File: src/rtl/mp_uart_pkg.sv
package mp_uart_pkg;

  typedef enum logic [1:0] {
    LINE_IDLE,
    LINE_START,
    LINE_DATA,
    LINE_NINTH
  } line_sel_e;

  typedef enum logic [2:0] {
    TX_IDLE,
    TX_START,
    TX_DATA,
    TX_NINTH,
    TX_STOP
  } tx_state_e;

  typedef enum logic [2:0] {
    RX_IDLE,
    RX_START,
    RX_DATA,
    RX_NINTH,
    RX_STOP,
    RX_WAIT
  } rx_state_e;

  typedef struct packed {
    logic      txLoad;
    logic      txShift;
    line_sel_e txSel;
    logic      rxClear;
    logic      rxShift;
    logic      rxTakeNinth;
    logic      rxFinish;
  } uart_strobe_t;

endpackage

File: src/rtl/mp_uart_ctrl.sv
module mp_uart_ctrl
  import mp_uart_pkg::*;
#(
  parameter int DATA_W     = 8,
  parameter int OVERSAMPLE = 16
) (
  input  logic         clk,
  input  logic         rstN,
  input  logic         tick,
  input  logic         txValid,
  input  logic         parityEnable,
  input  logic         mpMode,
  input  logic         twoStop,
  input  logic         rxEnable,
  input  logic         rxBit,
  output uart_strobe_t strb,
  output logic         txReady
);

  localparam int CNT_W = (OVERSAMPLE > 1) ? $clog2(OVERSAMPLE) : 1;
  localparam int IDX_W = (DATA_W > 1) ? $clog2(DATA_W) : 1;
  localparam logic [CNT_W-1:0] MID_CNT  = CNT_W'(OVERSAMPLE / 2 - 1);
  localparam logic [CNT_W-1:0] LAST_CNT = CNT_W'(OVERSAMPLE - 1);
  localparam logic [IDX_W-1:0] LAST_IDX = IDX_W'(DATA_W - 1);

  // transmit sequencing
  tx_state_e        txState, txStateN;
  logic [CNT_W-1:0] txCnt, txCntN;
  logic [IDX_W-1:0] txIdx, txIdxN;
  logic             txSecondStop, txSecondStopN;
  logic             txHasNinth, txTwoStop;
  logic             txEnd;
  logic             load, shift;

  always_comb begin
    txStateN      = txState;
    txCntN        = txCnt;
    txIdxN        = txIdx;
    txSecondStopN = txSecondStop;
    load          = 1'b0;
    shift         = 1'b0;
    txEnd         = tick && (txCnt == LAST_CNT);
    if (txState != TX_IDLE && tick) begin
      txCntN = txEnd ? '0 : txCnt + 1'b1;
    end
    case (txState)
      TX_IDLE: begin
        if (txValid) begin
          load     = 1'b1;
          txStateN = TX_START;
          txCntN   = '0;
        end
      end
      TX_START: begin
        if (txEnd) begin
          txStateN = TX_DATA;
          txIdxN   = '0;
        end
      end
      TX_DATA: begin
        if (txEnd) begin
          shift = 1'b1;
          if (txIdx == LAST_IDX) begin
            txStateN      = txHasNinth ? TX_NINTH : TX_STOP;
            txSecondStopN = 1'b0;
          end else begin
            txIdxN = txIdx + 1'b1;
          end
        end
      end
      TX_NINTH: begin
        if (txEnd) begin
          txStateN      = TX_STOP;
          txSecondStopN = 1'b0;
        end
      end
      TX_STOP: begin
        if (txEnd) begin
          if (txTwoStop && !txSecondStop) begin
            txSecondStopN = 1'b1;
          end else begin
            txStateN = TX_IDLE;
          end
        end
      end
      default: txStateN = TX_IDLE;
    endcase
  end

  always_ff @(posedge clk or negedge rstN) begin
    if (!rstN) begin
      txState      <= TX_IDLE;
      txCnt        <= '0;
      txIdx        <= '0;
      txSecondStop <= 1'b0;
      txHasNinth   <= 1'b0;
      txTwoStop    <= 1'b0;
    end else begin
      txState      <= txStateN;
      txCnt        <= txCntN;
      txIdx        <= txIdxN;
      txSecondStop <= txSecondStopN;
      if (load) begin
        txHasNinth <= mpMode | parityEnable;
        txTwoStop  <= twoStop;
      end
    end
  end

  // receive sequencing
  rx_state_e        rxState, rxStateN;
  logic [CNT_W-1:0] rxCnt, rxCntN;
  logic [IDX_W-1:0] rxIdx, rxIdxN;
  logic             rxMid, rxEnd;
  logic             clearS, sampleS, ninthS, finishS;

  always_comb begin
    rxStateN = rxState;
    rxCntN   = rxCnt;
    rxIdxN   = rxIdx;
    clearS   = 1'b0;
    sampleS  = 1'b0;
    ninthS   = 1'b0;
    finishS  = 1'b0;
    rxMid    = tick && (rxCnt == MID_CNT);
    rxEnd    = tick && (rxCnt == LAST_CNT);
    if (!rxEnable) begin
      rxStateN = RX_IDLE;
      rxCntN   = '0;
    end else begin
      if (rxState != RX_IDLE && rxState != RX_WAIT && tick) begin
        rxCntN = rxEnd ? '0 : rxCnt + 1'b1;
      end
      case (rxState)
        RX_IDLE: begin
          if (tick && !rxBit) begin
            rxStateN = RX_START;
            rxCntN   = '0;
          end
        end
        RX_START: begin
          if (rxMid) begin
            if (!rxBit) begin
              rxStateN = RX_DATA;
              rxCntN   = '0;
              rxIdxN   = '0;
              clearS   = 1'b1;
            end else begin
              rxStateN = RX_IDLE;
            end
          end
        end
        RX_DATA: begin
          if (rxEnd) begin
            sampleS = 1'b1;
            if (rxIdx == LAST_IDX) begin
              rxStateN = (mpMode || parityEnable) ? RX_NINTH : RX_STOP;
            end else begin
              rxIdxN = rxIdx + 1'b1;
            end
          end
        end
        RX_NINTH: begin
          if (rxEnd) begin
            ninthS   = 1'b1;
            rxStateN = RX_STOP;
          end
        end
        RX_STOP: begin
          if (rxEnd) begin
            finishS  = 1'b1;
            rxStateN = rxBit ? RX_IDLE : RX_WAIT;
          end
        end
        RX_WAIT: begin
          if (rxBit) rxStateN = RX_IDLE;
        end
        default: rxStateN = RX_IDLE;
      endcase
    end
  end

  always_ff @(posedge clk or negedge rstN) begin
    if (!rstN) begin
      rxState <= RX_IDLE;
      rxCnt   <= '0;
      rxIdx   <= '0;
    end else begin
      rxState <= rxStateN;
      rxCnt   <= rxCntN;
      rxIdx   <= rxIdxN;
    end
  end

  always_comb begin
    strb.txLoad      = load;
    strb.txShift     = shift;
    strb.rxClear     = clearS;
    strb.rxShift     = sampleS;
    strb.rxTakeNinth = ninthS;
    strb.rxFinish    = finishS;
    case (txState)
      TX_START: strb.txSel = LINE_START;
      TX_DATA:  strb.txSel = LINE_DATA;
      TX_NINTH: strb.txSel = LINE_NINTH;
      default:  strb.txSel = LINE_IDLE;
    endcase
  end

  assign txReady = (txState == TX_IDLE);

endmodule

File: src/rtl/mp_uart_dp.sv
module mp_uart_dp
  import mp_uart_pkg::*;
#(
  parameter int DATA_W      = 8,
  parameter int SYNC_STAGES = 2
) (
  input  logic              clk,
  input  logic              rstN,
  input  uart_strobe_t      strb,
  input  logic [DATA_W-1:0] txData,
  input  logic              txNinth,
  input  logic              parityEnable,
  input  logic              parityOdd,
  input  logic              mpMode,
  input  logic              rxLine,
  input  logic              statusRead,
  output logic              txLine,
  output logic              rxBit,
  output logic              rxValid,
  output logic [DATA_W-1:0] rxData,
  output logic              rxNinth,
  output logic              frameErr,
  output logic              parityErr,
  output logic              breakErr
);

  // input synchronizer, idles high
  logic [SYNC_STAGES-1:0] syncQ;
  generate
    if (SYNC_STAGES > 1) begin : g_multi
      always_ff @(posedge clk or negedge rstN) begin
        if (!rstN) syncQ <= '1;
        else       syncQ <= {syncQ[SYNC_STAGES-2:0], rxLine};
      end
    end else begin : g_single
      always_ff @(posedge clk or negedge rstN) begin
        if (!rstN) syncQ <= '1;
        else       syncQ <= rxLine;
      end
    end
  endgenerate
  assign rxBit = syncQ[SYNC_STAGES-1];

  // transmit path
  logic [DATA_W-1:0] txShiftReg;
  logic              txNinthReg;

  always_ff @(posedge clk or negedge rstN) begin
    if (!rstN) begin
      txShiftReg <= '0;
      txNinthReg <= 1'b0;
      txLine     <= 1'b1;
    end else begin
      if (strb.txLoad) begin
        txShiftReg <= txData;
        txNinthReg <= mpMode ? txNinth : (parityOdd ? ~^txData : ^txData);
      end else if (strb.txShift) begin
        txShiftReg <= txShiftReg >> 1;
      end
      case (strb.txSel)
        LINE_START: txLine <= 1'b0;
        LINE_DATA:  txLine <= txShiftReg[0];
        LINE_NINTH: txLine <= txNinthReg;
        default:    txLine <= 1'b1;
      endcase
    end
  end

  // receive path
  logic [DATA_W-1:0] rxShiftReg;
  logic              rxNinthReg;
  logic              hasNinth, stopLow, parityBad, allZero;

  assign hasNinth  = mpMode | parityEnable;
  assign stopLow   = ~rxBit;
  assign allZero   = (rxShiftReg == '0) && !rxNinthReg;
  assign parityBad = parityEnable && !mpMode &&
                     (rxNinthReg != (parityOdd ? ~^rxShiftReg : ^rxShiftReg));

  always_ff @(posedge clk or negedge rstN) begin
    if (!rstN) begin
      rxShiftReg <= '0;
      rxNinthReg <= 1'b0;
      rxValid    <= 1'b0;
      rxData     <= '0;
      rxNinth    <= 1'b0;
      frameErr   <= 1'b0;
      parityErr  <= 1'b0;
      breakErr   <= 1'b0;
    end else begin
      if (strb.rxClear) begin
        rxShiftReg <= '0;
        rxNinthReg <= 1'b0;
      end else if (strb.rxShift) begin
        rxShiftReg <= {rxBit, rxShiftReg[DATA_W-1:1]};
      end else if (strb.rxTakeNinth) begin
        rxNinthReg <= rxBit;
      end
      rxValid <= strb.rxFinish;
      if (strb.rxFinish) begin
        rxData  <= rxShiftReg;
        rxNinth <= hasNinth & rxNinthReg;
      end
      frameErr  <= (frameErr  & ~statusRead) | (strb.rxFinish & stopLow);
      parityErr <= (parityErr & ~statusRead) | (strb.rxFinish & parityBad);
      breakErr  <= (breakErr  & ~statusRead) | (strb.rxFinish & stopLow & allZero);
    end
  end

endmodule

File: src/rtl/mp_uart.sv
module mp_uart
  import mp_uart_pkg::*;
#(
  parameter int DATA_W      = 8,
  parameter int OVERSAMPLE  = 16,
  parameter int SYNC_STAGES = 2
) (
  input  logic              clk,
  input  logic              rstN,
  input  logic              tick16,
  input  logic              txValid,
  input  logic [DATA_W-1:0] txData,
  input  logic              txNinth,
  output logic              txReady,
  output logic              txLine,
  input  logic              rxEnable,
  input  logic              rxLine,
  output logic              rxValid,
  output logic [DATA_W-1:0] rxData,
  output logic              rxNinth,
  input  logic              parityEnable,
  input  logic              parityOdd,
  input  logic              twoStop,
  input  logic              mpMode,
  input  logic              statusRead,
  output logic              frameErr,
  output logic              parityErr,
  output logic              breakErr
);

  uart_strobe_t strb;
  logic         rxBit;

  mp_uart_ctrl #(
    .DATA_W     (DATA_W),
    .OVERSAMPLE (OVERSAMPLE)
  ) u_ctrl (
    .clk          (clk),
    .rstN         (rstN),
    .tick         (tick16),
    .txValid      (txValid),
    .parityEnable (parityEnable),
    .mpMode       (mpMode),
    .twoStop      (twoStop),
    .rxEnable     (rxEnable),
    .rxBit        (rxBit),
    .strb         (strb),
    .txReady      (txReady)
  );

  mp_uart_dp #(
    .DATA_W      (DATA_W),
    .SYNC_STAGES (SYNC_STAGES)
  ) u_dp (
    .clk          (clk),
    .rstN         (rstN),
    .strb         (strb),
    .txData       (txData),
    .txNinth      (txNinth),
    .parityEnable (parityEnable),
    .parityOdd    (parityOdd),
    .mpMode       (mpMode),
    .rxLine       (rxLine),
    .statusRead   (statusRead),
    .txLine       (txLine),
    .rxBit        (rxBit),
    .rxValid      (rxValid),
    .rxData       (rxData),
    .rxNinth      (rxNinth),
    .frameErr     (frameErr),
    .parityErr    (parityErr),
    .breakErr     (breakErr)
  );

endmodule

File: config.mk
export PLATFORM = sky130hd
export DESIGN_NAME = mp_uart
export DESIGN_NICKNAME = d
export VERILOG_FILES = /design/src/rtl/mp_uart_pkg.sv /design/src/rtl/mp_uart_ctrl.sv /design/src/rtl/mp_uart_dp.sv /design/src/rtl/mp_uart.sv
export SDC_FILE = /design/constraint.sdc
export NUM_CORES = 1
export LEC_CHECK = 0
export CAP_MARGIN = 20
export CORE_MARGIN = 8
export CORE_UTILIZATION = 50
export DETAILED_ROUTE_END_ITERATION = 7
export GPL_TIMING_DRIVEN = 0
export PLACE_DENSITY = 0.82
export SYNTH_ARGS = -nofsm -noshare
export SYNTH_HDL_FRONTEND = slang
export SYNTH_SLANG_ARGS = --single-unit
File: constraint.sdc
create_clock -name clk -period 5.2 [get_ports clk]
set_clock_uncertainty 0.2 [all_clocks]
set_input_delay 0.52 -clock clk [delete_from_list [all_inputs] [get_ports clk]]
set_output_delay 0.52 -clock clk [all_outputs]
set_load 0.05 [all_outputs]
==> results of run 1 <==
-- per-layer routing --
metal | track usage | part of all wire | up-vias | routed length [um]
met5 | 0 | 0 | - | 0
met4 | 0.0926 | 0.024 | 0 | 142
met3 | 0.0340 | 0.032 | 12 | 193
met2 | 0.222 | 0.48 | 42 | 2850
met1 | 0.184 | 0.47 | 1046 | 2780
li1 | - | - | 1118 | -
-- layout make-up --
| type | instances | area share |
|---|---|---|
| Clock buffer | 13 | 0.0414 |
| Inverter | 18 | 0.0188 |
| Multi-Input combinational cell | 202 | 0.381 |
| Clock inverter | 3 | 0.0111 |
| Timing Repair Buffer | 35 | 0.0989 |
| Tap cell | 75 | 0.0261 |
| Sequential cell | 57 | 0.398 |
| Buffer | 16 | 0.0240 |
-- cell families after synthesis --
group | share of synthesized area
AND/OR/NAND/NOR | 0.159
AO/OA/AOI/OAI | 0.167
flip-flops | 0.484
buffers and inverters | 0.0521
XOR/XNOR | 0.0462
multiplexers | 0.0487
adder cells (fa/ha/maj) | 0.0424
-- through the flow --
step                hold WS (ns)  area [um2]
global placement           0.146        3380
global route               0.160        3590
CTS                        0.155        3590
floorplan                 0.0244        2950
finish                     0.154        3590
detailed placement         0.147        3390
-- power groups by stage --
stage	registers, uW	logic (uW)	clock network [uW]
after floorplan	568	232	0
after global placement	566	307	0
after detailed placement	569	317	0
after CTS	561	319	407
after global routing	571	357	429
final	562	317	401
-- worst reg2reg max path, cell delays in order, from the launching register on --
cell and delay [ns]:
sky130_fd_sc_hd__dfrtp_1 0.40, sky130_fd_sc_hd__ha_1 0.25, sky130_fd_sc_hd__nand3_2 0.12, sky130_fd_sc_hd__nor2_1 0.22, sky130_fd_sc_hd__mux2i_1 0.11, sky130_fd_sc_hd__o41ai_1 0.58
sky130_fd_sc_hd__nor2_1 0.11
-- flip-flops by register name, summed over array words and instances (netlist names), 2 cells and up --
name	cells
u_dp.rxShiftReg	8
u_dp.syncQ	2
u_ctrl.rxState	3
u_ctrl.txState	3
u_dp.txShiftReg	8
u_ctrl.txIdx	3
u_ctrl.rxCnt	4
u_ctrl.rxIdx	3
u_ctrl.txCnt	4
u_dp.rxData	8
-- worst min-delay path by stage --
stage,slack (ns),to,depth (start not counted),from
floorplan,0.02,u_ctrl.rxCnt[0],0,rstN
detailed placement,0.15,u_dp.syncQ[1],0,u_dp.syncQ[0]
finish,0.15,u_dp.syncQ[1],0,u_dp.syncQ[0]
global placement,0.15,u_dp.syncQ[1],0,u_dp.syncQ[0]
CTS,0.16,u_dp.syncQ[1],0,u_dp.syncQ[0]
global route,0.16,u_dp.syncQ[1],0,u_dp.syncQ[0]
-- placed cells by master, fill, tap and decap left out, drive strengths merged, types with 2 or more instances in the layout --
master         instances
dfrtp                 54
nand2                 38
clkdlybuf4s50         32
o21ai                 27
inv                   18
clkbuf                18
nor2                  16
buf                   13
a21oi                 12
a22o                  11
mux2i                 11
ha                    10
xnor2                  9
nand2b                 6
nand4                  5
nor2b                  4
xor2                   4
o21a                   3
dfstp                  3
nor3                   3
nand3                  3
mux2                   3
and4                   2
or3                    2
o22ai                  2
nand3b                 2
and3                   2
a21boi                 2
o31ai                  2
clkinv                 2
nor3b                  2
o32ai                  2
nor4b                  2
==> results.md, run 1 <==
| Result | Value | Unit |
| --- | --- | --- |
| CTS resizes | 0 | - |
| Total via count in the routed design | 2,218 | - |
| Synthesis warning total | 0 | - |
| Number of remaining DRC errors | 0 | - |
| Capturing element of the worst setup path | txReady | - |
| Max stage delay cell, worst path | sky130_fd_sc_hd__clkdlybuf4s50_1 | - |
| Outcome | completed | - |
| Wire length after detailed routing | 5960 | um |
| Register cell area after layout | 1430 | um2 |
| Number of sinks handled by clock tree synthesis | 57 | - |
| P_int | 897 | uW |
| Total of hold buffers inserted after clock tree synthesis | 1 | - |
| Most common cell in the netlist | sky130_fd_sc_hd__dfrtp_1 | - |
| Class of the most critical hold timing path | reg -> reg | - |
| Number of distinct library cells after synthesis | 59 | - |
| Global-route wire length before repair | 10,000 | um |
| CP max stage delay | 0.90 | ns |
| Fraction of power consumed by sequential logic | 0.439 | - |
| Static leakage power | 0.00160 | uW |
| Cell at the root of the clock tree | sky130_fd_sc_hd__clkbuf_8 | - |
| Leftover overflow at the end of global routing | 0 | - |
| Hold Fails Final Rpt | 0 | - |
| Syn Inst Count | 293 | - |
| Synth top cells by count | sky130_fd_sc_hd__dfrtp_1, sky130_fd_sc_hd__nand2_1, sky130_fd_sc_hd__o21ai_0 | - |
| Number of buffers on the longest clock path | 2 | - |
| Worst setup margin | 2.30 | ns |
| Final clock period utilization by the worst path | 0.558 | - |
| Post-detailed-placement half-perimeter wirelength | 4360 | um |
| Startpoint of the worst register-to-register path | u_ctrl.rxCnt[0] | - |
| Buffers and inverters on the worst path | 2 | - |
| Antenna violations before repair | 0 | - |
| Switch share | 0.299 | - |
| First-pass iteration count of the detailed router | 5 | - |
| Clk pin slew, worst setup/hold paths | 0.06 | ns |
| Cell area power density | 356 | nW/um2 |
| Skew-Pair Late Insertion Delay | 0.33 | ns |
| Die outline width | 92.9 | um |
| EDFF count, synth | 0 | - |
| Fill cells | 475 | - |
| Clock group share of total power | 0.313 | - |
| Synth area leaders | sky130_fd_sc_hd__dfrtp_1, sky130_fd_sc_hd__nand2_1, sky130_fd_sc_hd__o21ai_0 | - |
| TritonCTS clock tree | done | - |
| Die outline height | 92.9 | um |
| Cts bufs inserted | 9 | - |
| Most used flip-flop cell after synthesis | sky130_fd_sc_hd__dfrtp_1 | - |
| Number of non-filler instances in the completed layout | 419 | - |
| Part of the Yosys area used for sequential elements | 0.484 | - |
| Final Wtd Congestion | 0.858 | - |
| Fraction of post-synthesis cell area in the top cell type by area | 0.457 | - |
| Cell accounting for the most synthesized area | sky130_fd_sc_hd__dfrtp_1 | - |
| Max_cap viols | 0 | - |
| Fraction of layout cells with a size suffix above 1 | 0.125 | - |
| Max frequency | 0.345 | GHz |
| Crit Path Category | reg -> out | - |
| Cell-by-cell listing of the critical path | buf_2, nor3_2, clkdlybuf4s50_1 | - |
| RR Endpoint | u_ctrl.rxCnt[0] | - |
| Relative slew slack | 0.535 | - |
| Unrepaired setup endpoints after global routing | no | - |
| Kind of capture point of the worst setup path | output port | - |
| Floorplan Core Area | 5820 | um2 |
| Count of port buffers added during placement | 33 | - |
| Utilization of the core after routing | 0.618 | - |
| Initial Util | 0.508 | - |
| Final setup violating endpoints | 0 | - |
| Placed Instances | 402 | - |
| Top fanout value on the critical path | 9 | - |
| Area of the mapped netlist | 2950 | um2 |
| Tmin final | 2.90 | ns |
| Register-to-register path setup slack | 3.07 | ns |
| Switching Power | 383 | uW |
| Critical path data arrival time | 2.18 | ns |
| Total power draw | 1280 | uW |
| Final Slew Violations | 0 | - |
| Data required time at the worst endpoint | 4.48 | ns |
| Share of async-settable or async-resettable flops after synthesis | 1.00 | - |
| 1st-iter DRT viols | 135 | - |
| # rows | 28 | - |
| Buffer count from post-CTS setup fixing | 0 | - |
| Post-placement setup slack | 2.66 | ns |
| Cell type group with the largest total delay on the critical path | buffers and inverters | - |
| Pin count of the biggest net entering global routing | 40 | - |
| Via count of the first global-routing pass | 2,158 | - |
| H-tree level count | 3 | - |
| Layout area overhead | 21.6 | % |
| Comb pwr share | 0.248 | - |
| Synth Register Bits | 57 | - |
| Critical Path Start Type | flip-flop | - |
| Diodes inserted | 0 | - |
| Combined global-route utilization of all metal layers | 0.146 | - |
| Mean instance size in the synthesized netlist | 10.1 | um2 |
| Fin nets | 369 | - |
| Tightest Pin Transition | 0.688 | ns |
| Syn nets | 323 | - |
| Aggregate negative setup slack | 0 | ns |
| Worst-case reg-to-reg path depth | 6 | - |
| Total area of multi-input combinational cells | 1370 | um2 |
| Routed wirelength normalized by instance count | 14.2 | um |
| Vias per Instance | 5.29 | - |
| Peak supply drop | 0.184 | mV |
| Remaining antenna violation count | 0 | - |
| Number of logic stages on the critical path including buffering | 3 | - |
| Launching element of the worst setup path | u_ctrl.txState[1] | - |
| # IOs | 35 | - |
| Die outline area | 8620 | um2 |
No activity file was read; power rests on OpenSTA's default activity.
==> run 2: changes to the inputs <==
- PLACE_DENSITY: 0.82 -> 0.84
- clock period: 5.2 -> 2.39 ns (I/O delays scaled with it)
==> run 2 against run 1 <==
Compared with the run above:
- clock-buffer cell count decreased by 2
- worst setup slack got worse by 2.2 ns
- sequential share of layout area decreased by 0.43 points
- first-iteration DRC count decreased by 23%
- register-to-register slack got worse by 2.8 ns
- final area increased by 1.1%
- combinational power increased by 120%
- worst hold slack got worse by 0.10 ns
- via count increased by 4.1%
- final cell count unchanged
- clock power increased to 2.6 times the previous value
==> results.md, run 2 (synthesis results as in run 1) <==
| Result | Value | Unit | Change |
| --- | --- | --- | --- |
| Hold Fails Final Rpt | 0 | - | unchanged |
| Global-route wire length before repair | 11,100 | um | +11% |
| Cell type group with the largest total delay on the critical path | buffers and inverters | - |  |
| Final Slew Violations | 0 | - | unchanged |
| Relative slew slack | 0.543 | - | +0.00741 |
| Kind of capture point of the worst setup path | output port | - |  |
| Aggregate negative setup slack | 0 | ns | unchanged |
| Tightest Pin Transition | 0.677 | ns | -0.0110 ns |
| 1st-iter DRT viols | 104 | - | -23% |
| Most common cell after layout, fill and taps aside | sky130_fd_sc_hd__dfrtp_1 | - |  |
| Combined global-route utilization of all metal layers | 0.163 | - | +0.0166 |
| Floorplan Core Area | 5820 | um2 | unchanged |
| Top fanout value on the critical path | 9 | - | unchanged |
| Remaining antenna violation count | 0 | - | unchanged |
| Cell area power density | 814 | nW/um2 | +130% |
| Outcome | completed | - |  |
| Final Wtd Congestion | 0.818 | - | -4.6% |
| Max stage delay cell, worst path | sky130_fd_sc_hd__dlygate4sd2_1 | - |  |
| Cts bufs inserted | 9 | - | unchanged |
| Die outline width | 92.9 | um | unchanged |
| Total power draw | 2960 | uW | +130% |
| # rows | 28 | - | unchanged |
| Max frequency | 0.441 | GHz |  |
| # IOs | 35 | - | unchanged |
| Tmin final | 2.27 | ns |  |
| Routed wirelength normalized by instance count | 15.4 | um | +8.6% |
| Data required time at the worst endpoint | 1.95 | ns | -2.53 ns |
| Via count of the first global-routing pass | 2,413 | - | +12% |
| First-pass iteration count of the detailed router | 4 | - | -1 |
| Layout area overhead | 22.9 | % |  |
| Number of sinks handled by clock tree synthesis | 57 | - | unchanged |
| Diodes inserted | 0 | - | unchanged |
| CP max stage delay | 0.59 | ns | -0.31 ns |
| Critical Path Start Type | flip-flop | - |  |
| Placement-stage cell area | 3390 | um2 | unchanged |
| Die outline height | 92.9 | um | unchanged |
| Number of remaining DRC errors | 0 | - | unchanged |
| Crit Path Category | reg -> out | - |  |
| Max_cap viols | 0 | - | unchanged |
| Peak supply drop | 0.492 | mV | +170% |
| Buffers and inverters on the worst path | 2 | - | unchanged |
| Die outline area | 8620 | um2 | unchanged |
| Clk pin slew, worst setup/hold paths | 0.07 | ns | about the same |
| Number of buffers on the longest clock path | 2 | - | unchanged |
| Initial Util | 0.508 | - | unchanged |
| Unrepaired setup endpoints after global routing | no | - |  |
| Final setup violating endpoints | 0 | - | unchanged |
| Post-route design area | 3630 | um2 | +1.1% |
| Antenna violations before repair | 0 | - | unchanged |
| Leading cell types in the layout, fill and taps excluded | sky130_fd_sc_hd__dfrtp_1, sky130_fd_sc_hd__nand2_1, sky130_fd_sc_hd__clkdlybuf4s50_1, sky130_fd_sc_hd__o21ai_0, sky130_fd_sc_hd__inv_1 | - |  |
| Total via count in the routed design | 2,310 | - | +4.1% |
| Fraction of layout cells with a size suffix above 1 | 0.134 | - | +0.00872 |
| Skew-Pair Late Insertion Delay | 0.34 | ns | about the same |
| Class of the most critical hold timing path | in -> reg | - |  |
| Wire length after detailed routing | 6470 | um | +8.6% |
| TritonCTS clock tree | done | - |  |
| Largest registers ranked by flip-flop count | u_dp.rxData: 8 flops, u_dp.rxShiftReg: 8 flops, u_dp.txShiftReg: 8 flops | - |  |
| Pin count of the biggest net entering global routing | 32 | - | -20% |
| Count of port buffers added during placement | 33 | - | unchanged |
| Static leakage power | 0.00162 | uW | +1.4% |
| Worst-case reg-to-reg path depth | 6 | - | unchanged |
| Worst hold stages | 2 | - | +2 |
| Number of logic stages on the critical path including buffering | 3 | - | unchanged |
| Cell-by-cell listing of the critical path | buf_2, nor3_2, dlygate4sd2_1 | - |  |
| Leftover overflow at the end of global routing | 0 | - | unchanged |
| Worst setup margin | 0.122 | ns | -2.18 ns |
| Vias per Instance | 5.51 | - | +4.1% |
| Post-placement setup slack | 0.0985 | ns | -2.56 ns |
| H-tree level count | 3 | - | unchanged |
| Final clock period utilization by the worst path | 0.949 | - |  |
| Cell at the root of the clock tree | sky130_fd_sc_hd__clkbuf_8 | - |  |
| Fin nets | 369 | - | unchanged |
| Critical path data arrival time | 1.83 | ns | -0.35 ns |
| Post-detailed-placement half-perimeter wirelength | 4730 | um | +8.3% |
run 2: routing by layer:
metal | global-route usage | vias up | wire, um
met3 | 0.0348 | 10 | 308
met2 | 0.282 | 46 | 3380
li1 | - | 1116 | -
met1 | 0.177 | 1138 | 2660
met5 | 0 | - | 0
met4 | 0.103 | 0 | 118
run 2: final timing paths:
kind	startpoint	endpoint	slack [ns]
min in group asynchronous	rstN	u_ctrl.rxState[0]	0.26
worst max-delay path	u_ctrl.txState[1]	txReady	0.12
worst min-delay path	rxEnable	u_ctrl.rxState[2]	0.05
max in group asynchronous	rstN	u_dp.txLine	1.08
worst min register to register	u_dp.syncQ[0]	u_dp.syncQ[1]	0.16
worst max register to register	u_ctrl.rxCnt[0]	u_ctrl.rxCnt[0]	0.22
run 2: report_power, final:
part           internal (uW)  switching (uW)  total [uW]
logic                    315             386         701
clock network            640             390        1030
registers               1130            96.8        1230
run 2: cell type report:
type | count | area, um2
fill | 485 | 2180
sequential | 57 | 1430
multi-input combinational | 202 | 1370
timing repair buffer | 35 | 354
clock buffer | 11 | 151
tap | 75 | 93.8
buffer | 16 | 86.3
clock inverter | 5 | 77.6
inverter | 18 | 67.6
run 2: what timing repair did:
item,4_1_cts,5_1_grt
resized for setup,1,0
setup buffers,0,0
hold endpoints to repair,24,0
hold buffers,1,0
setup endpoints to repair,1,0
run 2: stage by stage:
| stage | hold slack, ns | instances | utilization |
|---|---|---|---|
| floorplan | -0.257 | 293 | - |
| global placement | 0.146 | 401 | 0.581 |
| detailed placement | 0.0913 | 402 | 0.583 |
| CTS | 0.0340 | 419 | 0.624 |
| global route | 0.0599 | 419 | 0.624 |
| finish | 0.0526 | 419 | 0.624 |
==> run 3: changes to the inputs <==
- SLEW_MARGIN: unset -> 20
- SYNTH_HIERARCHICAL: unset -> 1
==> run 3 against run 2 <==
Compared with the run above:
- clock-buffer cell count did not move
- die area rose by 2.7%
- flip-flop and latch count did not move
- via count rose by 1.7%
- final cell count rose by 2.9%
- combinational power fell by 42%
- power fell by 7.2%
- first-iteration DRC count fell by 45%
- clock power rose by 9.7%
- register-to-register slack got worse by 0.04 ns
- worst setup slack improved by 0.0074 ns
- core utilization rose by 0.73 points
- critical path type unchanged
- critical endpoint unchanged
==> results.md, run 3 <==
| Result | Value | Unit | Change |
| --- | --- | --- | --- |
| Outcome | completed | - |  |
| Skew-Pair Late Insertion Delay | 0.35 | ns | about the same |
| Top fanout value on the critical path | 8 | - | -1 |
| Critical path data arrival time | 1.82 | ns | about the same |
| Cell area power density | 733 | nW/um2 | -9.9% |
| Area of the mapped netlist | 3050 | um2 | +3.2% |
| Count of port buffers added during placement | 34 | - | +3.0% |
| Post-detailed-placement half-perimeter wirelength | 4320 | um | -8.6% |
| TritonCTS clock tree | done | - |  |
| Buffer count from post-CTS setup fixing | 0 | - | unchanged |
| Cell accounting for the most synthesized area | sky130_fd_sc_hd__dfrtp_1 | - |  |
| Initial Util | 0.515 | - | +0.00704 |
| Die outline area | 8850 | um2 | +2.7% |
| Synthesized-area fraction occupied by and/or/nand/nor cells | 0.149 | - | -0.00989 |
| Synthesis warning total | 6 | - | +6 |
| RR Endpoint | u_dp/rxNinthReg | - |  |
| Placed Instances | 417 | - | +3.7% |
| Final Wtd Congestion | 0.860 | - | +5.1% |
| Crit Path Category | reg -> out | - |  |
| Tightest Pin Transition | 0.701 | ns | +0.0238 ns |
| Tmin final | 2.26 | ns | -0.00741 ns |
| Pin count of the biggest net entering global routing | 58 | - | +81% |
| Die outline height | 94.1 | um | +1.3% |
| Number of distinct library cells after synthesis | 49 | - | -17% |
| Layout area overhead | 22.7 | % |  |
| CP max stage delay | 0.49 | ns | -0.10 ns |
| Static leakage power | 0.00160 | uW | -1.2% |
| Leading cell types in the layout, fill and taps excluded | sky130_fd_sc_hd__dfrtp_1, sky130_fd_sc_hd__clkdlybuf4s50_1, sky130_fd_sc_hd__nor2_1, sky130_fd_sc_hd__nand2_1, sky130_fd_sc_hd__inv_1 | - |  |
| Total power draw | 2740 | uW | -7.2% |
| Number of logic stages on the critical path including buffering | 3 | - | unchanged |
| Register-to-register path setup slack | 0.18 | ns | -0.04 ns |
| Capturing element of the worst setup path | txReady | - |  |
| Die outline width | 94.1 | um | +1.3% |
| Fill cells | 456 | - | -6.0% |
| Utilization of the core after routing | 0.632 | - | +0.00730 |
| Data required time at the worst endpoint | 1.95 | ns | about the same |
| Vias per Instance | 5.45 | - | -1.1% |
| Cell at the root of the clock tree | sky130_fd_sc_hd__clkbuf_8 | - |  |
| Share of async-settable or async-resettable flops after synthesis | 1.00 | - | unchanged |
| Hold Fails Final Rpt | 0 | - | unchanged |
| Total via count in the routed design | 2,349 | - | +1.7% |
| Mean instance size in the synthesized netlist | 9.90 | um2 | -1.8% |
| Class of the most critical hold timing path | in -> reg | - |  |
| Number of remaining DRC errors | 0 | - | unchanged |
| Synth top cells by count | sky130_fd_sc_hd__dfrtp_1, sky130_fd_sc_hd__nor2_1, sky130_fd_sc_hd__inv_1, sky130_fd_sc_hd__nand2_1, sky130_fd_sc_hd__o21ai_0 | - |  |
| Final Slew Violations | 0 | - | unchanged |
| EDFF count, synth | 0 | - | unchanged |
| Via count of the first global-routing pass | 2,437 | - | +0.99% |
| Syn Inst Count | 308 | - | +5.1% |
| Fin nets | 381 | - | +3.3% |
| Peak supply drop | 0.494 | mV | +0.46% |
| Final setup violating endpoints | 0 | - | unchanged |
| # rows | 28 | - | unchanged |
| Synth Register Bits | 57 | - | unchanged |
| Most common cell in the netlist | sky130_fd_sc_hd__dfrtp_1 | - |  |
| Number of buffers on the longest clock path | 2 | - | unchanged |
| Kind of capture point of the worst setup path | output port | - |  |
| Fraction of layout cells with a size suffix above 1 | 0.146 | - | +0.0123 |
| H-tree level count | 3 | - | unchanged |
| Part of the Yosys area used for sequential elements | 0.469 | - | -0.0151 |
| # IOs | 35 | - | unchanged |
| Worst-case reg-to-reg path depth | 9 | - | +3 |
| Cts bufs inserted | 9 | - | unchanged |
| Max_cap viols | 0 | - | unchanged |
| Most common cell after layout, fill and taps aside | sky130_fd_sc_hd__dfrtp_1 | - |  |
| Compound-gate portion of the synthesized area | 0.121 | - | -0.0458 |
| Adder and majority gate portion of the synthesized area | 0.0410 | - | -0.00132 |
| Max frequency | 0.442 | GHz | +0.33% |
| Final clock period utilization by the worst path | 0.946 | - | -0.00310 |
| Syn nets | 338 | - | +4.6% |
| Xor/xnor cell area share of the yosys netlist | 0.0464 | - | +0.000202 |
| Combined global-route utilization of all metal layers | 0.156 | - | -0.00666 |
| 1st-iter DRT viols | 57 | - | -45% |
| Launching element of the worst setup path | u_ctrl/txState[1] | - |  |
| Fraction of post-synthesis cell area in the top cell type by area | 0.443 | - | -0.0143 |
| Synth area leaders | sky130_fd_sc_hd__dfrtp_1, sky130_fd_sc_hd__mux2i_1, sky130_fd_sc_hd__ha_1 | - |  |
| Buffers and inverters on the worst path | 2 | - | unchanged |
| Floorplan Core Area | 5920 | um2 | +1.8% |
| Cell type group with the largest total delay on the critical path | buffers and inverters | - |  |
| Routed wirelength normalized by instance count | 14.3 | um | -7.6% |
| Cell-by-cell listing of the critical path | or3_1, clkinvlp_4, clkdlybuf4s15_2 | - |  |
| Post-route design area | 3740 | um2 | +3.0% |
| Combinational family with the most area after synthesis | simple AND/OR/NAND/NOR gates | - |  |
| Worst hold stages | 1 | - | -1 |
| Remaining antenna violation count | 0 | - | unchanged |
| Unrepaired setup endpoints after global routing | no | - |  |
| Antenna violations before repair | 0 | - | unchanged |
| Startpoint of the worst register-to-register path | u_ctrl/rxCnt[0] | - |  |
| Diodes inserted | 0 | - | unchanged |
| Relative slew slack | 0.533 | - | -0.00996 |
| Largest registers ranked by flip-flop count | u_dp/rxData: 8 flops, u_dp/rxShiftReg: 8 flops, u_dp/txShiftReg: 8 flops | - |  |
| Number of non-filler instances in the completed layout | 431 | - | +2.9% |
| Most used flip-flop cell after synthesis | sky130_fd_sc_hd__dfrtp_1 | - |  |
| Leftover overflow at the end of global routing | 0 | - | unchanged |
| Placement-stage cell area | 3480 | um2 | +2.7% |
| Global-route wire length before repair | 11,000 | um | -1.4% |
| Critical Path Start Type | flip-flop | - |  |
| Number of sinks handled by clock tree synthesis | 57 | - | unchanged |
| Clk pin slew, worst setup/hold paths | 0.06 | ns | about the same |
| Wire length after detailed routing | 6150 | um | -5.0% |
| First-pass iteration count of the detailed router | 4 | - | unchanged |
| Max stage delay cell, worst path | sky130_fd_sc_hd__or3_1 | - |  |
| Fraction of synthesized area in multiplexers | 0.103 | - | +0.0543 |
run 3: how the worst min path moves through the flow:
stage,startpoint,to,slack (ns)
2_1_floorplan,rstN,u_ctrl/rxCnt[0],-0.26
3_3_place_gp,u_dp/syncQ[0],u_dp/syncQ[1],0.15
3_5_place_dp,rstN,u_ctrl/txTwoStop,0.14
4_1_cts,rxLine,u_dp/syncQ[0],0.09
5_1_grt,rxLine,u_dp/syncQ[0],0.11
6_report,rxLine,u_dp/syncQ[0],0.10
run 3: timing repair:
| item | in CTS | in global routing |
|---|---|---|
| pin swaps | 0 | 0 |
| hold endpoints to repair | 54 | 0 |
| gates cloned | 0 | 0 |
| gates resized for setup | 4 | 2 |
| endpoints found under the setup margin | 10 | 16 |
| hold buffers | 1 | 0 |
run 3: final cells by class:
| type | instances | area, um2 | area share |
|---|---|---|---|
| plain buffers | 16 | 100 | 0.0268 |
| clock buffers | 11 | 141 | 0.0378 |
| clock inverters | 5 | 104 | 0.0278 |
| inverters | 27 | 105 | 0.0281 |
| multi-input cells | 205 | 1420 | 0.379 |
| flip-flops and latches | 57 | 1430 | 0.382 |
| well taps | 75 | 93.8 | 0.0251 |
| repair buffers | 35 | 349 | 0.0933 |
run 3: through the flow:
stage | hold slack, ns | setup TNS [ns] | setup slack (ns)
2_1_floorplan | -0.257 | 0 | 0.0314
3_3_place_gp | 0.147 | -52.71 | -0.884
3_5_place_dp | 0.140 | -4.79 | -0.278
4_1_cts | 0.0894 | 0 | 0.0266
5_1_grt | 0.106 | 0 | 0.00953
6_report | 0.104 | 0 | 0.129
run 3: kinds of logic (layout without fill, tap and decap cells):
family                     after synthesis  after routing
and+or+nand+nor                         95             95
DFF                                     57             57
muxes                                   30             30
AOI/OAI and AO/OA                       58             58
xor gates and xnor gates                12             12
adders and majority gates               10             10
buffers and inverters                   46             94
run 3: metal layers:
layer	track usage	part of all wire	vias to the layer above
met5	0	0	-
li1	-	-	1149
met1	0.181	0.45	1154
met3	0.0512	0.043	10
met2	0.254	0.49	36
met4	0.0753	0.018	0
run 3: report_power, final:
group | internal (uW) | leakage [uW] | switching (uW)
Clock | 721 | 0.000124 | 404
Combinational | 189 | 0.000749 | 221
Sequential | 1110 | 0.000727 | 97.9
Total | 2020 | 0.00160 | 723
run 3: worst reg2reg max path: cells and delay by family, from the launching register on:
kind	cells	cell delay, ns
muxes	1	0.20
and+or+nand+nor	5	0.71
adders and majority gates	1	0.24
DFF	1	0.41
buffers and inverters	2	0.32
